<file path="src/rtl/evstk_pkg.sv">
`timescale 1ns/1ps
package evstk_pkg;
  typedef enum logic [2:0] {
    OP_PUSH = 3'd0,
    OP_POP  = 3'd1,
    OP_ADD  = 3'd2,
    OP_SUB  = 3'd3,
    OP_MUL  = 3'd4,
    OP_DIV  = 3'd5
  } evstk_op_e;

  typedef enum logic [1:0] {
    ST_IDLE      = 2'd0,
    ST_FILL_RD   = 2'd1,
    ST_FILL_WAIT = 2'd2
  } evstk_state_e;
endpackage

</file>
<file path="src/rtl/evstk_alu.sv">
`timescale 1ns/1ps
module evstk_alu
  import evstk_pkg::*;
#(
  parameter int W = 16
) (
  input  logic [2:0]   op,
  input  logic [W-1:0] lhs,
  input  logic [W-1:0] rhs,
  output logic [W-1:0] res,
  output logic         div_zero
);
  logic [2*W-1:0]      prod;
  logic signed [W-1:0] quot;

  always_comb begin
    prod     = {{W{1'b0}}, lhs} * {{W{1'b0}}, rhs};
    quot     = $signed(lhs) / $signed(rhs);
    div_zero = 1'b0;
    case (op)
      OP_ADD:  res = lhs + rhs;
      OP_SUB:  res = lhs - rhs;
      OP_MUL:  res = prod[W-1:0];
      OP_DIV: begin
        div_zero = (rhs == '0);
        res      = div_zero ? {W{1'b1}} : quot;
      end
      default: res = '0;
    endcase
  end
endmodule

</file>
<file path="src/rtl/evstk_regwin.sv">
`timescale 1ns/1ps
module evstk_regwin #(
  parameter int W = 16,
  parameter int N = 4,
  localparam int CW = $clog2(N + 1)
) (
  input  logic          clk,
  input  logic          rst_n,
  input  logic          push_en,
  input  logic [W-1:0]  push_val,
  input  logic          shrink_en,
  input  logic          top_we,
  input  logic [W-1:0]  top_val,
  input  logic          fill_en,
  input  logic [W-1:0]  fill_val,
  output logic [CW-1:0] cnt,
  output logic [W-1:0]  top,
  output logic [W-1:0]  second,
  output logic [W-1:0]  bottom
);
  logic [W-1:0] ent [N];
  logic [W-1:0] nxt [N];

  // index 0 is the top; entries at or beyond cnt are kept at zero
  always_comb begin
    for (int i = 0; i < N; i++) begin
      nxt[i] = ent[i];
      if (push_en) begin
        nxt[i] = (i == 0) ? push_val : ent[(i == 0) ? 0 : i - 1];
      end else if (shrink_en) begin
        if (i == 0 && top_we) nxt[i] = top_val;
        else                  nxt[i] = (i == N - 1) ? '0 : ent[(i == N - 1) ? i : i + 1];
      end else if (fill_en && cnt == CW'(i)) begin
        nxt[i] = fill_val;
      end
    end
  end

  always_ff @(posedge clk or negedge rst_n) begin
    if (!rst_n) begin
      for (int i = 0; i < N; i++) ent[i] <= '0;
      cnt <= '0;
    end else begin
      for (int i = 0; i < N; i++) ent[i] <= nxt[i];
      if (push_en && cnt != CW'(N)) cnt <= cnt + CW'(1);
      else if (shrink_en)           cnt <= cnt - CW'(1);
      else if (fill_en)             cnt <= cnt + CW'(1);
    end
  end

  assign top    = ent[0];
  assign second = ent[1];
  assign bottom = ent[N-1];

  AST_WIN_SINGLE_ACTION: assert property (@(posedge clk) disable iff (!rst_n)
    !(fill_en && (push_en || shrink_en))) else $error("window got two actions");
  AST_WIN_NO_EMPTY_SHRINK: assert property (@(posedge clk) disable iff (!rst_n)
    shrink_en |-> cnt != '0) else $error("shrink of empty window");
  AST_WIN_FILL_ROOM: assert property (@(posedge clk) disable iff (!rst_n)
    fill_en |-> cnt < CW'(N)) else $error("fill into full window");
endmodule

</file>
<file path="src/rtl/evstk_core.sv">
`timescale 1ns/1ps
module evstk_core
  import evstk_pkg::*;
#(
  parameter int W         = 16,
  parameter int N         = 4,
  parameter int MEM_DEPTH = 64,
  parameter int AW        = 10,
  parameter int MEM_BASE  = 0,
  parameter int CNTW      = 16,
  localparam int DW       = $clog2(N + MEM_DEPTH + 1)
) (
  input  logic            clk,
  input  logic            rst_n,
  input  logic            cmd_valid,
  output logic            cmd_ready,
  input  logic [2:0]      cmd_op,
  input  logic [W-1:0]    cmd_operand,
  output logic [W-1:0]    tos,
  output logic [DW-1:0]   depth,
  output logic            mem_req,
  output logic            mem_we,
  output logic [AW-1:0]   mem_addr,
  output logic [W-1:0]    mem_wdata,
  input  logic [W-1:0]    mem_rdata,
  output logic [CNTW-1:0] spill_count,
  output logic [CNTW-1:0] fill_count,
  output logic            err_underflow,
  output logic            err_overflow,
  output logic            err_divzero
);
  localparam int CW        = $clog2(N + 1);
  localparam int MW        = $clog2(MEM_DEPTH + 1);
  localparam int DEPTH_MAX = N + MEM_DEPTH;

  evstk_state_e  state;
  logic [CW-1:0] win_cnt;
  logic [W-1:0]  win_top, win_second, win_bottom, alu_res;
  logic [MW-1:0] msp;
  logic [DW-1:0] total;
  logic accept, is_push, is_pop, is_bin, full, under;
  logic push_ok, spill, shrink_ok, fill_en, alu_dz;

  assign cmd_ready = (state == ST_IDLE);
  assign accept    = cmd_valid && cmd_ready;
  assign is_push   = (cmd_op == OP_PUSH);
  assign is_pop    = (cmd_op == OP_POP);
  assign is_bin    = (cmd_op >= OP_ADD) && (cmd_op <= OP_DIV);
  assign total     = DW'(win_cnt) + DW'(msp);
  assign full      = (total == DW'(DEPTH_MAX));
  assign under     = (is_pop && total == '0) || (is_bin && total < DW'(2));
  assign push_ok   = accept && is_push && !full;
  assign spill     = push_ok && (win_cnt == CW'(N));
  assign shrink_ok = accept && (is_pop || is_bin) && !under;
  assign fill_en   = (state == ST_FILL_WAIT);

  evstk_alu #(.W(W)) u_alu (
    .op       (cmd_op),
    .lhs      (win_second),
    .rhs      (win_top),
    .res      (alu_res),
    .div_zero (alu_dz)
  );

  evstk_regwin #(.W(W), .N(N)) u_win (
    .clk       (clk),
    .rst_n     (rst_n),
    .push_en   (push_ok),
    .push_val  (cmd_operand),
    .shrink_en (shrink_ok),
    .top_we    (is_bin),
    .top_val   (alu_res),
    .fill_en   (fill_en),
    .fill_val  (mem_rdata),
    .cnt       (win_cnt),
    .top       (win_top),
    .second    (win_second),
    .bottom    (win_bottom)
  );

  assign mem_req   = spill || (state == ST_FILL_RD);
  assign mem_we    = spill;
  assign mem_wdata = win_bottom;
  assign mem_addr  = AW'(MEM_BASE) + (spill ? AW'(msp) : AW'(msp) - AW'(1));

  always_ff @(posedge clk or negedge rst_n) begin
    if (!rst_n) begin
      state <= ST_IDLE;
    end else begin
      case (state)
        ST_IDLE:    if (shrink_ok && msp != '0) state <= ST_FILL_RD;
        ST_FILL_RD: state <= ST_FILL_WAIT;
        default:    state <= ST_IDLE;
      endcase
    end
  end

  always_ff @(posedge clk or negedge rst_n) begin
    if (!rst_n) begin
      msp           <= '0;
      spill_count   <= '0;
      fill_count    <= '0;
      err_underflow <= 1'b0;
      err_overflow  <= 1'b0;
      err_divzero   <= 1'b0;
    end else begin
      if (spill) begin
        msp         <= msp + MW'(1);
        spill_count <= spill_count + CNTW'(1);
      end else if (fill_en) begin
        msp        <= msp - MW'(1);
        fill_count <= fill_count + CNTW'(1);
      end
      if (accept && under)                 err_underflow <= 1'b1;
      if (accept && is_push && full)       err_overflow  <= 1'b1;
      if (shrink_ok && is_bin && alu_dz)   err_divzero   <= 1'b1;
    end
  end

  assign tos   = win_top;
  assign depth = total;

  AST_FILL_STALLS: assert property (@(posedge clk) disable iff (!rst_n)
    (mem_req && !mem_we) |=> (!cmd_ready && !mem_req)) else $error("fill timing");
  AST_SPILL_ONLY_FULL: assert property (@(posedge clk) disable iff (!rst_n)
    (mem_req && mem_we) |-> (win_cnt == CW'(N))) else $error("spill from partial window");
  AST_WINDOW_TOPPED: assert property (@(posedge clk) disable iff (!rst_n)
    (cmd_ready && msp != '0) |-> (win_cnt == CW'(N))) else $error("window short while idle");
  AST_DEPTH_LIMIT: assert property (@(posedge clk) disable iff (!rst_n)
    depth <= DW'(DEPTH_MAX)) else $error("depth beyond limit");
  AST_OVF_NO_WRITE: assert property (@(posedge clk) disable iff (!rst_n)
    (accept && is_push && depth == DW'(DEPTH_MAX)) |-> !mem_req) else $error("write on overflow");
  AST_UNDERFLOW_STICKY: assert property (@(posedge clk) disable iff (!rst_n)
    err_underflow |=> err_underflow) else $error("underflow flag cleared");
  AST_EMPTY_POP_KEEPS: assert property (@(posedge clk) disable iff (!rst_n)
    (accept && is_pop && depth == '0) |=> (depth == '0)) else $error("empty pop changed depth");
  AST_DIVZERO_STICKY: assert property (@(posedge clk) disable iff (!rst_n)
    err_divzero |=> err_divzero) else $error("divzero flag cleared");
endmodule

</file>
<file path="config.mk">
export PLATFORM = sky130hd
export DESIGN_NAME = evstk_core
export DESIGN_NICKNAME = d
export VERILOG_FILES = /design/src/rtl/evstk_pkg.sv /design/src/rtl/evstk_alu.sv /design/src/rtl/evstk_regwin.sv /design/src/rtl/evstk_core.sv
export SDC_FILE = /design/constraint.sdc
export NUM_CORES = 1
export LEC_CHECK = 0
export BUFFER_PORTS_ARGS = -buffer_cell sky130_fd_sc_hd__buf_2
export CORE_MARGIN = 5
export CORE_UTILIZATION = 50
export CTS_BUF_LIST = sky130_fd_sc_hd__clkbuf_8
export CTS_CLUSTER_SIZE = 25
export DETAILED_ROUTE_END_ITERATION = 16
export PLACE_DENSITY_LB_ADDON = 0.3
export SKIP_CTS_REPAIR_TIMING = 1
export SLEW_MARGIN = 40
export SYNTH_ARGS = -nofsm -noshare
export SYNTH_HDL_FRONTEND = slang
export SYNTH_SLANG_ARGS = --single-unit
export TNS_END_PERCENT = 10
</file>
<file path="constraint.sdc">
create_clock -name clk -period 92.8 [get_ports clk]
set_input_delay 18.56 -clock clk [delete_from_list [all_inputs] [get_ports clk]]
set_output_delay 18.56 -clock clk [all_outputs]
set_load 0.05 [all_outputs]
</file>
==> metrics.md <==
| Metric | Value |
|---|---|
| Status | complete, no violations |
| Via count of the routed design | between 15000 and 20000 |
| Number of I/O port buffers | between 100 and 150 |
| Period minus WS final | 40090 ps |
| Initial Utilization | 0.5063 |
| Area growth from synthesis to layout | 5.653% |
| Wire per inst | 21.30 um |
| Fmax | 0.02494 GHz |
| Initial antenna violation count | 2 |
| Number of global-route vias before repair | 18810 |
| Fin Clk Skew | 30.40 ps |
| Worst hold slack | between 400 and 500 ps |
| Post-synthesis net count | a little under 3000 |
| Placed insts | 3124 |
| Post-DP HPWL | ~51 mm |
| Worst Hold End | err_divzero$_DFFE_PN0P_ |
| CTS tree | built |
| Clock Sinks | 111 |
| Worst-Skew Late Latency | 420 ps |
| First-pass GRT wire length | 105.4 mm |
| Vert. Die Dim | 210.6 um |
| Post-route ant nets | 0 |
| Clock transition at path regs | about 100 ps |
| CTS Buf Count | 9 |
| GPL Wtd Cong | 0.9720 |
| Hold path depth | 1 |
| Most used DFF post-synth | dfrtp_1 |
| Core area | approximately 40000 um2 |
| CP Launch Type | input port |
| Crit-path max FO | 26 |
| Setup TNS | 0 ps |
| Grt ovf | 0 |
| Synth Cell Area | 20120 um2 |
| R2r startpoint | u_win.top[1]$_DFFE_PN0P_ |
| Mean post-synth cell area | between 7 and 8 um2 |
| Die area | 44350 um2 |
| Share of layout cells above drive strength 1 | 0.1101 |
| Yosys warnings | 0 |
| Post-Route WL | roughly 67 mm |
| Hold_sp | err_divzero$_DFFE_PN0P_ |
| Most common cell on crit path | buf_2 |
| Yosys reg bits | around 110 |
| Sequential share of the synthesized area | 0.1381 |
| Bufs on Longest Clock Path | 2 |
| Period utilization | 0.4320 |
| Ant. Diodes | 0 |
| Crit Path Class | in -> out |
| Largest cells by area after synthesis | ha_1, dfrtp_1, fa_1 |
| Filler cells | 3853 |
| Clk root buf | clkbuf_8 |
| Row count | between 70 and 80 |
| Synth unique cells | 104 |
| First DRT Iteration DRCs | 1909 |
| Top Ports | around 130 |
| Rel. slew slack | 0.4112 |
| Crit-path max cell delay | 580 ps |
| Slew Limit Fails | 0 |
| Mapped Cells | 2590 |
| Post-synthesis async set-or-reset flop share | 1.000 |
| CP max-delay cell | nor4_1 |
| Fin. Hold Viols | 0 |
| Dpl ws | 52320 ps |
| Gr usage total | 0.2930 |
| DRT Pass-1 Iters | 6 |
| Worst Setup End Kind | primary output |
| Nets | approximately 3000 |
| DRC viols | 0 |
| Largest net degree at the start of global routing | 91 |
| Hold Path Class | reg -> reg |
| CP Cell Sequence | buf_2, nor4_1, o21a_2, buf_4, nand3_1, clkinv_1, or4_1, nor3_1, xor2_1, buf_2 |
| Worst Path Arrival | 21530 ps |
| Area leader, netlist | ha_1 |
| Final setup fails | 0 |
| Final WS setup | 52710 ps |
| Depth of the worst register-to-register path | roughly 130 |
| Worst R2R Setup Slack | 56220 ps |
| DR vias/cell | between 6 and 7 |
| WP data required | 74240 ps |
| Layout Cells excl Fill | 3141 |
| Synth top area share | 0.1393 |
| Die W | 210.6 um |
| Post-synth EDFFs | 0 |
| Worst r2r dst | u_win.top[4]$_DFFE_PN0P_ |
| H-tree depth | 3 |
| Unrepaired setup endpoints after global routing | no |
| Slew @ Worst Pin | 880.7 ps |
| Max_cap viols | 0 |
how the worst max path moves through the flow:
| stage | startpoint | end | slack, ps | cells after the start |
|---|---|---|---|---|
| CTS | cmd_op[1] | mem_addr[5] | 52270 | 10 |
| global placement | cmd_op[0] | mem_addr[5] | 52440 | 10 |
| global route | cmd_op[1] | mem_addr[5] | 52460 | 10 |
| finish | cmd_op[1] | mem_addr[5] | 52710 | 10 |
| floorplan | cmd_valid | mem_addr[8] | 52540 | 9 |
| detailed placement | cmd_op[1] | mem_addr[5] | 52320 | 10 |
final cells by class:
| cell class | count | area [um2] | share of cell area |
|---|---|---|---|
| multi-input cells | 2119 | 15880 | 0.7469 |
| clock inverters | 7 | 80.08 | 0.003767 |
| repair buffers | 171 | 992.2 | 0.04668 |
| flip-flops and latches | 111 | 2779 | 0.1307 |
| clock buffers | 9 | 123.9 | 0.005828 |
| inverters | 199 | 747.0 | 0.03514 |
| well taps | 525 | 656.9 | 0.03090 |
synth_stat cells (all sizes together), types with 21 or more instances:
| cell type | number |
|---|---|
| a21o | 52 |
| a21oi | 210 |
| a31oi | 40 |
| and2 | 79 |
| and3 | 28 |
| buf | 61 |
| clkbuf | 100 |
| dfrtp | 111 |
| fa | 83 |
| ha | 224 |
| inv | 198 |
| mux2 | 24 |
| mux2i | 25 |
| nand2 | 268 |
| nand3 | 70 |
| nand4 | 24 |
| nor2 | 197 |
| nor3 | 60 |
| nor4 | 23 |
| o211ai | 23 |
| o21a | 35 |
| o21ai | 137 |
| o31ai | 21 |
| xnor2 | 162 |
| xor2 | 69 |
sequential cells by signal, indices dropped and copies added (netlist names):
| signal | cells |
|---|---|
| fill_count | 16 |
| err_underflow | 1 |
| spill_count | 16 |
| err_overflow | 1 |
| u_win.cnt | 3 |
| msp | 7 |
| u_win.second | 16 |
| u_win.bottom | 16 |
| state | 2 |
| err_divzero | 1 |
| u_win.ent | 16 |
| u_win.top | 16 |
critical path: cells and delay by family:
| kind | cells | cell delay, ps |
|---|---|---|
| buffers and inverters | 4 | 1090 |
| xor gates and xnor gates | 1 | 170 |
| AOI/OAI and AO/OA | 1 | 240 |
| and+or+nand+nor | 4 | 1440 |
layer usage:
layer,global-route usage,part of all wire,vias to the layer above
met1,0.4118,0.43,9358
met2,0.4640,0.45,912
met5,0,0.00031,-
li1,-,-,9180
met4,0.08898,0.033,4
met3,0.05001,0.091,136
per-stage QoR:
stage	util	area (um2)
global placement	0.5288	21010
detailed placement	0.5290	21020
finish	0.5350	21260
global route	0.5350	21260
CTS	0.5341	21220
floorplan	-	20120
layout by cell type (no fill, tap or decap), types with 55 or more instances in the layout:
master,n
xnor2_1,157
ha_1,223
o21ai_0,124
buf_2,123
nor3_1,55
inv_1,198
nor2_1,196
dfrtp_1,110
nand2_1,267
a21oi_1,205
nand3_1,69
and2_1,78
fa_1,83
xor2_1,69
cells by family (layout without fill, tap and decap cells):
kind of cell	after synthesis	count (layout)	share of synthesized area
multiplexers	49	49	0.02606
AND/OR/NAND/NOR	830	830	0.2046
adder cells (fa/ha/maj)	307	307	0.2219
XOR/XNOR	231	231	0.1021
buffers and inverters	360	386	0.07619
flip-flops	111	111	0.1381
AO/OA/AOI/OAI	702	702	0.2311
Power is left out: the tool's default activity adds up to more than one toggle a clock period on the data nets, which glitch-free logic cannot reach.
